===== src/rtl/irq_nest_ctrl.sv =====
module irq_nest_ctrl #(
  parameter int          NSRC      = 7,
  parameter int          ADDR_W    = 24,
  parameter logic [23:0] VEC_RESET = 24'hFF0000,
  parameter logic [23:0] VEC_BASE  = 24'hFF0003,
  parameter int          VEC_STEP  = 8
) (
  input  logic                clk,
  input  logic                rst_n,
  input  logic [NSRC-1:0]     irq_req,
  input  logic [NSRC-1:0]     irq_en,
  input  logic [2*NSRC-1:0]   irq_prio,
  input  logic                glb_en,
  input  logic                insn_bnd,
  input  logic                ret_stb,
  output logic                irq_take,
  output logic [ADDR_W-1:0]   vec_addr,
  output logic [1:0]          act_level,
  output logic [3:0]          lvl_busy
);
  localparam int IDX_W = (NSRC > 1) ? $clog2(NSRC) : 1;

  logic [NSRC-1:0]  cand;
  logic             win_vld;
  logic [1:0]       win_lvl;
  logic [IDX_W-1:0] win_idx;
  logic [1:0]       top_lvl;
  logic             any_busy;
  logic             accept;

  assign cand     = irq_req & irq_en;
  assign any_busy = |lvl_busy;

  always_comb begin
    win_vld = 1'b0;
    win_lvl = 2'd0;
    win_idx = '0;
    for (int i = NSRC - 1; i >= 0; i--) begin
      if (cand[i] && (!win_vld || irq_prio[2*i +: 2] >= win_lvl)) begin
        win_vld = 1'b1;
        win_lvl = irq_prio[2*i +: 2];
        win_idx = IDX_W'(i);
      end
    end
  end

  always_comb begin
    top_lvl = 2'd0;
    for (int l = 0; l < 4; l++)
      if (lvl_busy[l]) top_lvl = 2'(l);
  end

  assign accept = insn_bnd && glb_en && !ret_stb && win_vld &&
                  (!any_busy || win_lvl > top_lvl);

  assign act_level = top_lvl;

  always_ff @(posedge clk or negedge rst_n) begin
    if (!rst_n) begin
      irq_take <= 1'b0;
      lvl_busy <= 4'b0000;
      vec_addr <= ADDR_W'(VEC_RESET);
    end else begin
      irq_take <= accept;
      if (ret_stb) begin
        if (any_busy) lvl_busy[top_lvl] <= 1'b0;
      end else if (accept) begin
        lvl_busy[win_lvl] <= 1'b1;
        vec_addr <= ADDR_W'(VEC_BASE) + ADDR_W'(VEC_STEP) * ADDR_W'(win_idx);
      end
    end
  end
endmodule


===== config.mk =====
export PLATFORM = sky130hd
export DESIGN_NAME = irq_nest_ctrl
export DESIGN_NICKNAME = d
export VERILOG_FILES = /design/src/rtl/irq_nest_ctrl.sv
export SDC_FILE = /design/constraint.sdc
export NUM_CORES = 1
export LEC_CHECK = 0
export ABC_AREA = 1
export BUFFER_PORTS_ARGS = -buffer_cell sky130_fd_sc_hd__buf_2
export CAP_MARGIN = 20
export CORE_UTILIZATION = 35
export DETAILED_ROUTE_END_ITERATION = 10
export HOLD_SLACK_MARGIN = 0.1
export SLEW_MARGIN = 20
export SYNTH_ARGS = -nofsm -noshare
export SYNTH_HDL_FRONTEND = slang
export SYNTH_SLANG_ARGS = --single-unit
export TNS_END_PERCENT = 30

===== constraint.sdc =====
create_clock -name clk -period 2 [get_ports clk]
set_input_delay 0.2 -clock clk [delete_from_list [all_inputs] [get_ports clk]]
set_output_delay 0.2 -clock clk [all_outputs]
set_load 0.01 [all_outputs]

==> flow_metrics.py, run 1 <==
metrics = {
    "run_status": {
        "status": "did not finish",
        "lastStage": "global routing (5_1_grt)",
        "error_line": "[ERROR GRT-0232] Routing congestion too high. Check the congestion heatmap in the GUI.",
    },
    "die": {
        "die_w_um": 62.1,
        "top_level_ports": 64,
        "num_rows": 21,
        "start_util": 0.373,
        "die_h_um": 62.1,
    },
    "yosys": {
        "ys_top_cells_by_area": "dfrtp_1 (18%), nand2_1 (15%), ha_1 (14%)",
        "synthDistinctLibCells": 24,
        "synth.avg_cell_area_um2": 6.38,
        "synthDominantCellAreaShare": 0.178,
        "netlist_area_um2": 1260,
        "seq_area_frac_synth": 0.178,
        "syn_inst": 198,
        "ys.warnings.count": 0,
        "synth-seq-cells": 9,
        "yosys.area.top_type": "dfrtp_1",
    },
    "clocking": {
        "root_buffer": "clkbuf_4",
        "clock_sinks": 9,
        "cts-buffers-inserted": 3,
        "clock_path_buffers": 2,
        "cts_htree_levels": 1,
    },
    "grt": {
        "grt_start_max_net_pins": 10,
        "grt_overflow_total": 187,
        "track_usage": 0.802,
    },
    "sta": {
        "crit_endpoint": "lvl_busy[3]$_DFFE_PN0P_/D",
        "endpoint_type": "sequential cell input",
    },
    "placement": {
        "port_buffers": 44,
        "place_congestion": 0.756,
        "dp_hpwl_mm": 2.49,
    },
}
synth_stat cells, drive strengths merged:
cell,number
and2,3
nand4,1
o31ai,1
dfrtp,9
nand2,52
nand3b,2
ha,14
buf,20
inv,37
o21ai,11
conb,2
nand3,28
nor2,5
a41oi,1
a21oi,7
or2,5
kinds of logic after synthesis:
family,Yosys count,share of synthesized area
compound gates,20,0.0990
fa+ha+maj,14,0.139
buf+inv,57,0.229
flops,9,0.178
other cells,2,0.00594
simple gates,96,0.350
per-stage QoR:
| step | area (um^2) | setup slack, ns | std cells | TNS (ns) |
|---|---|---|---|---|
| 3_5_place_dp | 1890 | -4.45 | 334 | -39.50 |
| 4_1_cts | 2930 | -3.93 | 446 | -34.98 |
| 2_1_floorplan | 1400 | -3.95 | 215 | -34.78 |
| 3_3_place_gp | 1890 | -4.36 | 334 | -38.69 |
repair_timing:
item / 4_1_cts
hold buffers: 1
endpoints found under the setup margin: 9
pin swaps: 48
buffers inserted: 107
hold endpoints to repair: 9
resized for setup: 42
per-layer routing:
metal	track usage	GRT overflow
met5	0	0
met4	1.03	48
met3	0.395	0
met2	1.18	139
met1	0.721	0
==> run 2, diff against run 1 <==
- CORE_UTILIZATION: 35 -> 20
- HOLD_SLACK_MARGIN: 0.1 -> default
- PLACE_DENSITY_LB_ADDON: default -> 0.15
==> run 2 against run 1 <==
The flow now finishes, with violations (setup timing). Synthesized cell count is the same. Synthesized area is the same.
==> flow_metrics.py, run 2 <==
metrics = {
    "grt": {
        "grt_pass1_vias": 1661,
        "grt_start_max_net_pins": 10,
        "track_usage": 0.138,
        "antenna_found_initial": 0,
        "grt_pass1_wl_mm": 7.06,
        "grt_overflow_total": 0,
    },
    "sta": {
        "rsz0062_at_grt": "true",
        "holdWs_ns": 0.294,
        "drv_slew": 0,
        "hold_viol": 0,
        "skew_ns": 0.00121,
        "setup_viol": 9,
        "fmax_ghz": 0.162,
        "fin_crit_ns": 6.16,
        "post-route-period-util": 3.08,
        "setup_slack_ns": -4.16,
    },
    "clocking": {
        "path_clk_slew_ns": 0.04,
        "clk-insertion-delay-late_ns": 0.23,
        "clock_path_buffers": 2,
        "tritoncts": "done",
        "root_buffer": "clkbuf_8",
        "clock_sinks": 9,
        "cts-buffers-inserted": 3,
        "cts_htree_levels": 1,
    },
    "yosys": {
        "synthDominantCellAreaShare": 0.178,
        "netlist_area_um2": 1260,
        "synth.most_common_cell": "nand2_1",
        "async_flop_share": 1.00,
        "ys_top_cells_by_area": "dfrtp_1 (18%), nand2_1 (15%), ha_1 (14%)",
        "ys.warnings.count": 0,
        "syn_inst": 198,
        "synth_edf_count": 0,
        "synth.avg_cell_area_um2": 6.38,
        "seq_area_frac_synth": 0.178,
        "synthFlopType": "dfrtp_1",
        "synthTopCellsByCount": "nand2_1 (49), inv_1 (36), nand3_1 (28)",
        "synthDistinctLibCells": 24,
        "synth-seq-cells": 9,
        "yosys.area.top_type": "dfrtp_1",
    },
    "power_and_ir_drop": {
        "total_leakage_power_nw": 1.51,
        "power.density_nw_per_um2": 571,
        "vdd_drop_max_v": 0.000471,
    },
    "drt": {
        "routed_wl_mm": 4.58,
        "drt-initial-drc-count": 26,
        "viasPerCell": 4.11,
        "vias": 1758,
        "wire_per_inst_um": 10.7,
        "ant_nets": 0,
        "drt_pass1_iterations": 4,
        "remaining_drc_errors": 0,
    },
    "cells_and_area": {
        "fillers": 579,
        "fin_nets": 401,
        "area_growth_pct": 121,
        "final_cell_mix": "buf_4 (109), buf_2 (42), inv_1 (27), nand2_2 (23), nand2_1 (23)",
        "largestRegisters": "lvl_busy (4), vec_addr (4), irq_take (1)",
        "n_antenna_cell": 0,
        "final_common_cell": "buf_4",
        "drive_gt1_frac": 0.686,
        "fin_cells": 428,
    },
    "worst_setup_path": {
        "end_kind": "flip-flop",
        "critPathRequiredTime_ns": 2.14,
        "cp_max_fo": 3,
        "cpPeakStageDelay_ns": 0.25,
        "path_common_cell": "buf_4",
        "slowest_stage": "ha_4",
        "worstPathArrival_ns": 6.30,
        "critPathKind": "in2reg",
        "critPathLaunchType": "input pin",
    },
    "die": {
        "die_h_um": 81.5,
        "start_util": 0.211,
        "core_area_um2": 5990,
        "die_w_um": 81.5,
        "dieArea_um2": 6640,
        "num_rows": 28,
        "top_level_ports": 64,
    },
    "placement": {
        "place_congestion": 0.728,
        "placed_cells": 368,
        "dp_hpwl_mm": 2.90,
        "port_buffers": 44,
    },
    "job": {
        "maxCapViolCount": 0,
    },
    "run_status": {
        "violations": "setup timing",
        "status": "finished, violations left",
    },
    "hold_path": {
        "hp-class": "in2reg",
    },
}
-- run 2: cell counts after synthesis --
No cell type changed its count.
-- run 2: layout make-up --
cell class | count | area, um^2 | share of cell area
clock buffer | 4 | 45.0 | 0.0161
tap | 75 | 93.8 | 0.0336
timing repair buffer | 154 | 1070 | 0.385
multi-input combinational | 149 | 1210 | 0.433
inverter | 37 | 144 | 0.0515
sequential | 9 | 225 | 0.0807
-- run 2: cells by family (layout without fill, tap and decap cells) --
logic type / after synthesis / after routing / share of synthesized area
other: 2 / 19 / 0.00594
AO/OA/AOI/OAI: 20 / 20 / 0.0990
flip-flops: 9 / 9 / 0.178
buffers and inverters: 57 / 195 / 0.229
AND/OR/NAND/NOR: 96 / 96 / 0.350
adder cells (fa/ha/maj): 14 / 14 / 0.139
-- run 2: where the power goes --
group	switching, mW	internal (mW)
clock network	0.0705	0.139
registers	0.0419	0.244
logic	0.555	0.545
total	0.668	0.927
-- run 2: stage by stage --
step	setup WS [ns]	utilization	power [mW]	TNS [ns]	cell area [um^2]
floorplan	-3.95	-	0.756	-34.78	1400
global placement	-4.54	0.328	1.08	-40.12	1960
detailed placement	-4.54	0.328	1.08	-40.22	1960
CTS	-4.05	0.411	1.43	-36.17	2460
global route	-4.43	0.466	1.76	-39.38	2790
finish	-4.16	0.466	1.60	-35.99	2790
-- run 2: critical path: cells and delay by family --
family                     cells  cell delay (ns)
AOI/OAI and AO/OA              3             0.41
adders and majority gates      1             0.25
buffers and inverters         43             5.06
and+or+nand+nor                5             0.38
-- run 2: path summary, 6_finish.rpt --
kind,from,end,slack (ns),cells after the start
max,irq_en[6],vec_addr[3]$_DFFE_PN0P_,-4.16,52
min,irq_en[6],vec_addr[4]$_DFFE_PN0P_,0.29,3
max reg2reg,lvl_busy[2]$_DFFE_PN0P_,vec_addr[1]$_DFFE_PN0P_,0.20,9
min reg2reg,vec_addr[1]$_DFFE_PN0P_,vec_addr[1]$_DFFE_PN0P_,0.51,1
max in group asynchronous,rst_n,vec_addr[3]$_DFFE_PN0P_,1.47,2
min in group asynchronous,rst_n,irq_take$_DFF_PN0_,0.35,2
-- run 2: per-layer routing --
metal / global-route usage / wire length, um / part of all wire / up-vias
met5: 0 / 0 / 0 / -
met4: 0.0464 / 112 / 0.024 / 0
met3: 0.0300 / 244 / 0.053 / 10
met2: 0.244 / 2340 / 0.51 / 60
met1: 0.162 / 1890 / 0.41 / 789
li1: - / - / - / 899
-- run 2: what timing repair did --
item | CTS | global route
setup buffers | 49 | 8
hold endpoints to repair | 9 | 0
cloned | 0 | 0
gates resized for setup | 18 | 59
pin swaps | 15 | 49
hold buffers | 1 | 0
setup endpoints to repair | 9 | 9
(Power assumes the default switching activity.)
